**src/rtl/mtime_unit.sv**
```systemverilog
module mtime_unit #(
  parameter int AW     = 12,
  parameter int PRE_W  = 12,
  parameter int STEP_W = 8
) (
  input  logic          clk,
  input  logic          rst_n,
  input  logic          bus_valid,
  input  logic          bus_write,
  input  logic [AW-1:0] bus_addr,
  input  logic [31:0]   bus_wdata,
  output logic [31:0]   bus_rdata,
  output logic          irq_mtimer,
  output logic          irq_periph
);
  localparam logic [AW-1:0] O_ALERT = AW'('h000);
  localparam logic [AW-1:0] O_CTRL  = AW'('h004);
  localparam logic [AW-1:0] O_CFG   = AW'('h100);
  localparam logic [AW-1:0] O_TLO   = AW'('h104);
  localparam logic [AW-1:0] O_THI   = AW'('h108);
  localparam logic [AW-1:0] O_CLO   = AW'('h10C);
  localparam logic [AW-1:0] O_CHI   = AW'('h110);
  localparam logic [AW-1:0] O_IE    = AW'('h114);
  localparam logic [AW-1:0] O_ST    = AW'('h118);
  localparam logic [AW-1:0] O_TST   = AW'('h11C);

  logic [AW-1:0]     word;
  logic              wr, tw, tick, hit, st_set, st_clr;
  logic              active, ie, st;
  logic [PRE_W-1:0]  pre_val, pre_cnt;
  logic [STEP_W-1:0] step;
  logic [63:0]       mtime, cmp;

  assign word   = {bus_addr[AW-1:2], 2'b00};
  assign wr     = bus_valid & bus_write;
  assign tw     = wr & ((word == O_TLO) | (word == O_THI));
  assign tick   = active & (pre_cnt >= pre_val);
  assign hit    = active & (cmp <= mtime);
  assign st_set = (hit & ie) | (wr & (word == O_TST) & bus_wdata[0] & ie);
  assign st_clr = wr & (word == O_ST) & bus_wdata[0];

  assign irq_mtimer = hit;
  assign irq_periph = st & ie;

  always_ff @(posedge clk or negedge rst_n) begin
    if (!rst_n) begin
      active  <= 1'b0;
      ie      <= 1'b0;
      pre_val <= '0;
      step    <= STEP_W'(1);
      cmp     <= '1;
    end else if (wr) begin
      if (word == O_CTRL) active  <= bus_wdata[0];
      if (word == O_IE)   ie      <= bus_wdata[0];
      if (word == O_CLO)  cmp[31:0]  <= bus_wdata;
      if (word == O_CHI)  cmp[63:32] <= bus_wdata;
      if (word == O_CFG) begin
        pre_val <= bus_wdata[PRE_W-1:0];
        step    <= bus_wdata[16 +: STEP_W];
      end
    end
  end

  always_ff @(posedge clk or negedge rst_n) begin
    if (!rst_n) begin
      mtime   <= '0;
      pre_cnt <= '0;
    end else if (tw) begin
      if (word == O_TLO) mtime[31:0]  <= bus_wdata;
      else               mtime[63:32] <= bus_wdata;
      pre_cnt <= '0;
    end else if (tick) begin
      mtime   <= mtime + 64'(step);
      pre_cnt <= '0;
    end else if (active) begin
      pre_cnt <= pre_cnt + 1'b1;
    end
  end

  always_ff @(posedge clk or negedge rst_n) begin
    if (!rst_n) st <= 1'b0;
    else        st <= st_set | (st & ~st_clr);
  end

  always_comb begin
    bus_rdata = '0;
    if (bus_valid && !bus_write) begin
      case (word)
        O_CTRL:  bus_rdata = {31'b0, active};
        O_CFG:   bus_rdata = (32'(step) << 16) | 32'(pre_val);
        O_TLO:   bus_rdata = mtime[31:0];
        O_THI:   bus_rdata = mtime[63:32];
        O_CLO:   bus_rdata = cmp[31:0];
        O_CHI:   bus_rdata = cmp[63:32];
        O_IE:    bus_rdata = {31'b0, ie};
        O_ST:    bus_rdata = {31'b0, st};
        O_ALERT: bus_rdata = '0;
        default: bus_rdata = '0;
      endcase
    end
  end

  p_hold_inactive_r2: assert property (@(posedge clk) disable iff (!rst_n)
    (!active && !tw) |=> mtime == $past(mtime));
  p_step_on_wrap_r2: assert property (@(posedge clk) disable iff (!rst_n)
    (active && !tw && pre_cnt >= pre_val) |=> mtime == $past(mtime) + 64'($past(step)));
  p_time_write_r4: assert property (@(posedge clk) disable iff (!rst_n)
    (wr && word == O_TLO) |=> (mtime[31:0] == $past(bus_wdata) && pre_cnt == '0));
  p_raw_needs_active_r5: assert property (@(posedge clk) disable iff (!rst_n)
    irq_mtimer |-> active);
  p_status_latch_r6: assert property (@(posedge clk) disable iff (!rst_n)
    (irq_mtimer && ie) |=> st);
  p_w1c_r7: assert property (@(posedge clk) disable iff (!rst_n)
    (st_clr && !(irq_mtimer && ie)) |=> !st);
  p_no_set_masked_r8: assert property (@(posedge clk) disable iff (!rst_n)
    (!ie && !st) |=> !st);
endmodule

```
**config.mk**
```make
export PLATFORM = sky130hd
export DESIGN_NAME = mtime_unit
export DESIGN_NICKNAME = d
export VERILOG_FILES = /design/src/rtl/mtime_unit.sv
export SDC_FILE = /design/constraint.sdc
export NUM_CORES = 1
export LEC_CHECK = 0
export BUFFER_PORTS_ARGS = -buffer_cell sky130_fd_sc_hd__buf_2
export CAP_MARGIN = 20
export CORE_MARGIN = 2
export CORE_UTILIZATION = 65
export DETAILED_ROUTE_END_ITERATION = 6
export PLACE_DENSITY = 0.85
export SETUP_SLACK_MARGIN = 0.1
export SLEW_MARGIN = 30
export SYNTH_ARGS = -nofsm -noshare
export SYNTH_HDL_FRONTEND = slang
export SYNTH_SLANG_ARGS = --single-unit
```
**constraint.sdc**
```tcl
create_clock -name clk -period 7 [get_ports clk]
set_clock_uncertainty 0.2 [all_clocks]
set_input_delay 0.7 -clock clk [delete_from_list [all_inputs] [get_ports clk]]
set_output_delay 0.7 -clock clk [all_outputs]
set_load 0.02 [all_outputs]
```
Yosys cells after proc, flatten, opt, wreduce, memory -nomap -nowiden
Index checks and enable logic that the tools add are counted.
{"block": "op_classes", "mux": 9, "eq_ne": 11, "n_bitwise": 17, "n_reduce_logical": 11, "n_addsub": 2, "magnitude_cmp": 2}
{"op": "$pmux 32 s8", "count": 1}
{"op": "$mux 64", "count": 2}
{"op": "$mux 32", "count": 3}
{"op": "$eq 10x7->1 const B", "count": 8}
{"op": "$add 64x8->64", "count": 1}
{"op": "$le 64x64->1", "count": 1}
{"op": "$mux 12", "count": 3}
{"op": "$or 24x12->24", "count": 1}
{"op": "$reduce_and 2->1", "count": 7}
{"op": "$add 12x1->12 const B", "count": 1}
{"op": "$and 1x1->1", "count": 12}
{"op": "$ge 12x12->1", "count": 1}
{"op": "$eq 10x1->1 const B", "count": 1}
{"op": "$or 1x1->1", "count": 3}
{"op": "$reduce_bool 3->1", "count": 1}
{"op": "$ne 2x1->1 const B", "count": 1}
{"op": "$ne 2x2->1 const B", "count": 1}
{"op": "$reduce_bool 2->1", "count": 1}
{"op": "$logic_and 1x1->1", "count": 1}
{"op": "$logic_not 1->1", "count": 1}
{"op": "$not 1->1", "count": 1}
{"block": "totals", "regBits": 163, "elab_cells": 62, "out_inout_bits": 34, "inputBits": 48}

Longest topological paths before layout
Gate-level depths: netlist of run 1.
{"block": "depth", "depth_word": 6, "depth_mapped": 11, "mapped_depth_nobuf": 11}

Worst setup path before layout of run 1
OpenSTA, ideal clock, no wires.
{"block": "synth_path", "path_kind": "input-to-output", "from": "in bus_addr[6]", "to": "out bus_rdata[15]", "t_arrival_ns": 2.669, "n_path_buf": 1, "stages": 7, "path_slack_ns": 3.431, "required_ns": 6.100, "path_cell_list": "nor4_1 nand2_1 or3_1 nor2_1 clkbuf_1 a22oi_1 a21oi_1"}
{"block": "synth_via", "elab_chain_len": 3, "word_cells_on_any_way": 10, "classes_between": "eq/ne (8); mux (2)"}
{"element": "start, declared", "line": "10", "rtl": "input logic [AW-1:0] bus_addr,"}
{"element": "$eq 10x7->1 or $eq 10x1->1 (tied branches)", "line": "88", "rtl": "case (word)"}
{"element": "$pmux 32 s8 (*)", "line": "88"}
{"element": "$mux 32 (*)", "line": "87", "rtl": "if (bus_valid && !bus_write) begin"}
{"element": "end, declared", "line": "12", "rtl": "output logic [31:0] bus_rdata,"}
Every way passes the cells marked *; elsewhere a longest branch is shown, timed or not.

Final worst setup path of run 1
{"block": "layout_path", "from": "reg mtime[44]", "to": "out irq_mtimer"}
{"block": "layout_via", "elab_chain_len": 2}
{"element": "start, declared", "line": "32", "rtl": "logic [63:0] mtime, cmp;"}
{"element": "start signal, assigned", "line": "70", "rtl": "else mtime[63:32] <= bus_wdata;"}
{"element": "start signal, assigned", "line": "73", "rtl": "mtime <= mtime + 64'(step);"}
{"element": "$le 64x64->1", "line": "38", "rtl": "assign hit = active & (cmp <= mtime);"}
{"element": "$and 1x1->1", "line": "38"}
{"element": "end, declared", "line": "13", "rtl": "output logic irq_mtimer,"}
Every way passes these cells.

==> results of run 1 <==
[final cells by class]
class	instances	area (um2)	area share, %
clock inverters	12	134	1.07
inverters	84	315	2.53
clock buffers	20	447	3.59
multi-input cells	938	6600	52.9
flip-flops and latches	163	4160	33.4
well taps	225	282	2.26
repair buffers	95	524	4.21
[layer usage]
metal  vias up  wire length [um]  GRT usage, %
met3       141              4580          10.1
met4         0              1700          19.7
met1      5027             12900          51.8
met2       810             16200          61.7
li1       4722                 -             -
met5         -                 0             0
[stage by stage]
| stage | instances | hold slack, ns | worst slack (ns) | utilization (%) |
|---|---|---|---|---|
| after global routing | 1537 | 0.222 | 2.32 | 72.8 |
| final | 1537 | 0.158 | 2.36 | 72.8 |
| after detailed placement | 1505 | 0.310 | 2.50 | 69.2 |
| after floorplan | 1248 | 0.204 | 3.43 | - |
| after global placement | 1505 | 0.306 | 2.62 | 69.2 |
| after CTS | 1537 | 0.205 | 2.62 | 72.6 |
[worst max-delay path, delay by kind of cell, from the launching register on]
family | cells | cell delay, ns
AO/OA/AOI/OAI | 3 | 0.84
buffers and inverters | 3 | 0.34
AND/OR/NAND/NOR | 4 | 1.34
flip-flops | 1 | 0.48
adder cells (fa/ha/maj) | 1 | 0.29
[flip-flops by register name (all words and copies together), names as in the netlist]
name / count
pre_val: 12
active: 1
pre_cnt: 12
st: 1
cmp: 64
mtime: 64
step: 8
ie: 1
[how the worst max path moves through the flow]
stage                start             to  slack, ns
6_report         mtime[44]     irq_mtimer       2.36
5_1_grt          mtime[44]     irq_mtimer       2.32
4_1_cts          mtime[44]     irq_mtimer       2.62
3_5_place_dp   bus_addr[6]      mtime[16]       2.50
3_3_place_gp   bus_addr[3]      mtime[49]       2.62
2_1_floorplan  bus_addr[6]  bus_rdata[15]       3.43
[power by group]
group          internal, mW  switching [mW]  leakage (nW)
Clock                 0.534           0.407         0.268
Sequential            0.961          0.0171          1.73
Combinational        0.0499          0.0881          3.59
Total                  1.54           0.513          5.59
[cell usage after synthesis, types with 7 or more instances]
library cell and number:
sky130_fd_sc_hd__a21oi_1 133, sky130_fd_sc_hd__nand2_1 113, sky130_fd_sc_hd__dfrtp_1 98, sky130_fd_sc_hd__nor2_1 88, sky130_fd_sc_hd__ha_1 85, sky130_fd_sc_hd__inv_1 82
sky130_fd_sc_hd__mux2_2 73, sky130_fd_sc_hd__o21ai_0 72, sky130_fd_sc_hd__dfstp_2 65, sky130_fd_sc_hd__a22oi_1 44, sky130_fd_sc_hd__nand3_1 37, sky130_fd_sc_hd__clkbuf_1 36
sky130_fd_sc_hd__nand4_1 30, sky130_fd_sc_hd__nor3_1 23, sky130_fd_sc_hd__buf_2 16, sky130_fd_sc_hd__o22ai_1 15, sky130_fd_sc_hd__a211oi_1 14, sky130_fd_sc_hd__and3_1 14
sky130_fd_sc_hd__a21o_1 13, sky130_fd_sc_hd__a31oi_1 13, sky130_fd_sc_hd__mux2i_1 11, sky130_fd_sc_hd__nor4_1 10, sky130_fd_sc_hd__buf_1 9, sky130_fd_sc_hd__nand2b_1 9
sky130_fd_sc_hd__and2_1 7, sky130_fd_sc_hd__mux4_2 7, sky130_fd_sc_hd__nand3b_1 7, sky130_fd_sc_hd__o211ai_1 7
[kinds of logic after synthesis]
kind of cell / share of synthesized area [%]
multiplexers: 9.87
buffers and inverters: 5.17
XOR/XNOR: 0.777
adder cells (fa/ha/maj): 9.61
flip-flops: 36.9
AND/OR/NAND/NOR: 16.6
AO/OA/AOI/OAI: 21.1
[cells in the final DEF, fill, tap and decap left out, types with 7 or more instances in the layout]
cell type                     n
sky130_fd_sc_hd__and3_1      14
sky130_fd_sc_hd__a21o_1      13
sky130_fd_sc_hd__o22ai_1     15
sky130_fd_sc_hd__nor4_1       9
sky130_fd_sc_hd__o211ai_1     7
sky130_fd_sc_hd__inv_1       82
sky130_fd_sc_hd__dfrtp_1     98
sky130_fd_sc_hd__a21oi_1    133
sky130_fd_sc_hd__o21ai_0     72
sky130_fd_sc_hd__ha_1        85
sky130_fd_sc_hd__mux2_2      73
sky130_fd_sc_hd__nand2b_1     9
sky130_fd_sc_hd__buf_2       78
sky130_fd_sc_hd__nand3_1     37
sky130_fd_sc_hd__a211oi_1    14
sky130_fd_sc_hd__a31oi_1     13
sky130_fd_sc_hd__a22oi_1     44
sky130_fd_sc_hd__mux4_2       7
sky130_fd_sc_hd__clkbuf_16   17
sky130_fd_sc_hd__nand4_1     30
sky130_fd_sc_hd__nand2_1    112
sky130_fd_sc_hd__nor3_1      21
sky130_fd_sc_hd__mux2i_1     11
sky130_fd_sc_hd__dfstp_2     65
sky130_fd_sc_hd__nand3b_1     7
sky130_fd_sc_hd__buf_4       16
sky130_fd_sc_hd__nor2_1      88
==> metrics, run 1 <==
achievable frequency=215 MHz; clk sink count=163; Crit Reg-Reg Startpoint=step[0]; type of the most critical hold path=input port to asynchronous set/reset pin; synthesis-stage register bit count=163; ordered list of cells on the worst path=inv_1 > ha_1 > nand4_1 > nor3_1 > and3_1 > inv_1 > o311ai_0 > a2111oi_0 > a21oi_1 > nor2b_1 > buf_2; post-synthesis instance area=0.0113 mm2; share of synthesized area occupied by flip-flops and latches=36.9%; Period minus WS final=4.64 ns; cell count after synthesis=1,248; Final nets=1,433; number of distinct library cells after synthesis=85; post-route fraction of the period consumed by the critical path=66.3%; first-pass iteration count of the detailed router=7; pin count of the biggest net entering global routing=104; number of vias per cell=6.96; fraction of registers with async set/reset=100%; die extent in y=136 um; Port Buffers=79; antenna-violating nets left=0; share of Yosys cell area claimed by the top area cell type=21.8%; fill count=1,286; Std-Cell Core Area=0.0171 mm2; average wire per standard cell=23.0 um; final HPWL from detailed placement=24,900 um; post-synth top area cell=sky130_fd_sc_hd__dfrtp_1; syn avg cell area=9.03 um2; number of CTS-inserted buffers=17; Final Hold Vio Count=0; ratio of total power to cell area=165 mW/mm2; vias in the first global route=10,200; Horiz. Die Dim=136 um; layout cell share with drive strength beyond 1=23.2%; Die Area=0.0184 mm2; slew at the pin closest to its max-slew limit=0.986 ns; RePlAce Congestion=1.03; initial antenna violation count=0; biggest area contributors in the synthesized netlist=sky130_fd_sc_hd__dfrtp_1 (22%), sky130_fd_sc_hd__dfstp_2 (15%), sky130_fd_sc_hd__ha_1 (9.4%); headroom to the max-slew limit=33.7%; master cell of the clock root buffer=sky130_fd_sc_hd__clkbuf_16; number of max-capacitance violations reported=0; slowest stage cell, crit path=sky130_fd_sc_hd__nor3_1; ports placed on the boundary=82; main flop type after synthesis=sky130_fd_sc_hd__dfrtp_1; dominant cell type by count on the critical path=sky130_fd_sc_hd__inv_1; unrepaired setup endpoints after global routing=no; overall routing resource usage=39.7%; startpoint types=flip-flop; final-layout setup total negative slack=0 ns; starting utilization of the core area=65.8%; Placement Rows=48; dpl cell area=0.0118 mm2; power consumption=2.06 mW; leakage dissipation=5.59 nW; capture instance of the worst register-to-register path=mtime[26]; classification of the worst setup path=flip-flop to output port; cts hold-fix bufs=0; run status=complete, no violations; CTS tree=built; buffer depth of the longest clock path=2; sort of element at the end of the critical path=output port; wire length of the first global-routing pass=55,700 um; peak ir drop on the vdd network=0.187 mV; initial detailed-routing violation count=1,796; number of antenna cells inserted=0; count of flip-flops with a built-in enable after synthesis=0; critical path data arrival time=3.74 ns; number of buffers inserted by post-CTS setup repair=0; worst reg2reg path depth=10; Max Fanout on Critical Path=8; Yosys warnings=0; CTS HTree Levels=4; Slowest Stage Delay on Critical Path=0.71 ns; register-to-register setup slack=2.83 ns; Worst-Skew Late Latency=0.45 ns; Layout Cell Area excl Fill=0.0125 mm2; number of DRC violations after detailed routing=0; global-route congestion overflow total=0; Total Wirelength=35,400 um; synthesis-to-layout area growth=10.5%; post_cts resized=0; via count of the routed design=10,700; count of final max-slew check failures=0; final-report setup violation count=0; Worst-path clk slew=0.06 ns; Synth Net Count=1,382; required time worst endpoint=6.10 ns
(Power assumes the default switching activity.)
==> run 2: changes to the inputs <==
- CORE_UTILIZATION: 65 -> 62
- PLACE_DENSITY: 0.85 -> 0.82
- clock period: 7 -> 4.3 ns (I/O delays scaled with it)
==> run 2 against run 1 <==
Effect of this change:
- non-clock buffer count is 18 higher
- register-to-register slack worse by 2.2 ns
- sequential power grew 63%
- routed wire length is 2.6% higher
- flip-flop and latch count stayed put
- highest routed layer unchanged
- largest power group unchanged
- critical path depth grew 2
- clock power up 61%
- critical path type unchanged
==> metrics, run 2 (synthesis gave the netlist of run 1 again) <==
run status=complete, no violations; global-route congestion overflow total=0; initial detailed-routing violation count=1,582; Slowest Stage Delay on Critical Path=0.47 ns; post_cts resized=0; RePlAce Congestion=0.970; antenna-violating nets left=0; Final nets=1,451; dpl cell area=0.0120 mm2; slew at the pin closest to its max-slew limit=1.03 ns; type of the most critical hold path=input port to flip-flop; most common cell after layout, fill and taps aside=sky130_fd_sc_hd__a21oi_1; post-route fraction of the period consumed by the critical path=96.3%; number of DRC violations after detailed routing=0; CTS tree=built; CTS HTree Levels=4; vias in the first global route=10,600; startpoint types=flip-flop; Horiz. Die Dim=139 um; via count of the routed design=10,700; starting utilization of the core area=63.0%; overall routing resource usage=38.0%; number of vias per cell=6.89; fill count=1,405; Die Area=0.0193 mm2; highest-count cells in the layout ignoring fill and taps=sky130_fd_sc_hd__a21oi_1 (132), sky130_fd_sc_hd__nand2_1 (112), sky130_fd_sc_hd__dfrtp_1 (98); initial antenna violation count=0; clk sink count=163; peak ir drop on the vdd network=0.279 mV; number of antenna cells inserted=0; Period minus WS final=4.14 ns; required time worst endpoint=3.67 ns; number of max-capacitance violations reported=0; ordered list of cells on the worst path=inv_1 > ha_1 > nand4_1 > nor3_1 > buf_4 > and3_1 > inv_1 > o311ai_0 > a2111oi_0 > a21oi_1 > buf_4 > nor2b_1 > buf_2; Worst-Skew Late Latency=0.44 ns; Placement Rows=49; first-pass iteration count of the detailed router=6; ratio of total power to cell area=265 mW/mm2; Storage cell area=0.00416 mm2; pre-CTS setup slack=0.451 ns; achievable frequency=242 MHz; Final Hold Vio Count=0; slowest stage cell, crit path=sky130_fd_sc_hd__dfrtp_1; unrepaired setup endpoints after global routing=no; sort of element at the end of the critical path=output port; area of the multi-input gates=0.00658 mm2; synthesis-to-layout area growth=11.8%; final-report setup violation count=0; master cell of the clock root buffer=sky130_fd_sc_hd__clkbuf_16; layout cell share with drive strength beyond 1=24.4%; count of final max-slew check failures=0; final HPWL from detailed placement=26,100 um; die extent in y=139 um; smallest setup slack after layout=0.160 ns; biggest regs=cmp (64), mtime (64); wire length of the first global-routing pass=57,300 um; pin count of the biggest net entering global routing=100; buffer depth of the longest clock path=2; Worst path top cell family by delay=simple AND/OR/NAND/NOR gates; Std-Cell Core Area=0.0179 mm2; Layout Cell Area excl Fill=0.0126 mm2; leakage dissipation=5.70 nW; final-layout setup total negative slack=0 ns; ports placed on the boundary=82; Total Wirelength=36,300 um; Worst-path clk slew=0.07 ns; Buffers & Inverters on Critical Path=5; Max Fanout on Critical Path=5; critical path data arrival time=3.51 ns; number of CTS-inserted buffers=17; headroom to the max-slew limit=30.8%; Port Buffers=79; average wire per standard cell=23.3 um; classification of the worst setup path=flip-flop to output port
==> run 2: changes by cell type in the layout (fill, tap and decap cells not counted), sizes merged <==
cell,delta
buf,+17
clkinvlp,-1
clkbuf,-1
inv,+4
clkinv,-1
bufinv,-1
dlygate4sd3,+1
==> run 2: per-stage QoR <==
stage	hold WS [ns]	std cells	util, %	total power, mW
6_report	0.0520	1559	70.4	3.34
4_1_cts	0.0461	1558	70.2	3.34
2_1_floorplan	-0.0656	1248	-	1.72
3_5_place_dp	0.319	1525	66.9	1.84
3_3_place_gp	0.304	1525	66.9	1.83
5_1_grt	0.0668	1559	70.4	3.44
==> run 2: per-layer routing <==
metal	vias up	global-route usage (%)	share of wire, %
li1	4764	-	-
met1	5140	50.2	38
met2	702	58.3	45
met3	137	8.98	11
met4	0	20.5	5.0
met5	-	0	0
==> run 2: repair_timing <==
item	in CTS	in global routing
setup buffers	0	1
setup endpoints to repair	0	1
hold buffers	1	0
endpoints found under the hold margin	55	0
==> run 2: worst paths after layout <==
check,slack [ns],depth (start not counted),endpoint,startpoint
worst max-delay path,0.16,13,irq_mtimer,mtime[47]
max in group asynchronous,2.55,3,cmp[0],rst_n
worst max register to register,0.60,11,mtime[58],step[0]
worst min-delay path,0.05,3,pre_val[9],bus_wdata[9]
worst min register to register,0.33,1,mtime[51],mtime[51]
min in group asynchronous,0.46,2,mtime[46],rst_n
==> run 2: worst min-delay path: cells and delay by family <==
family	cells	cell delay, ns
simple gates	1	0.05
buf+inv	1	0.12
compound gates	1	0.06
==> run 2: area by class of cell <==
cell class / instances / share of cell area (%)
Multi-Input combinational cell: 938 / 52.2
Sequential cell: 163 / 33.0
Timing Repair Buffer: 113 / 5.35
Clock buffer: 19 / 3.60
Inverter: 84 / 2.50
Tap cell: 229 / 2.27
Clock inverter: 13 / 1.00
==> run 2: power breakdown <==
part / total (mW) / switching (mW) / internal (mW)
Combinational: 0.229 / 0.145 / 0.0835
Sequential: 1.59 / 0.0267 / 1.56
Clock: 1.52 / 0.685 / 0.836
Total: 3.34 / 0.857 / 2.48
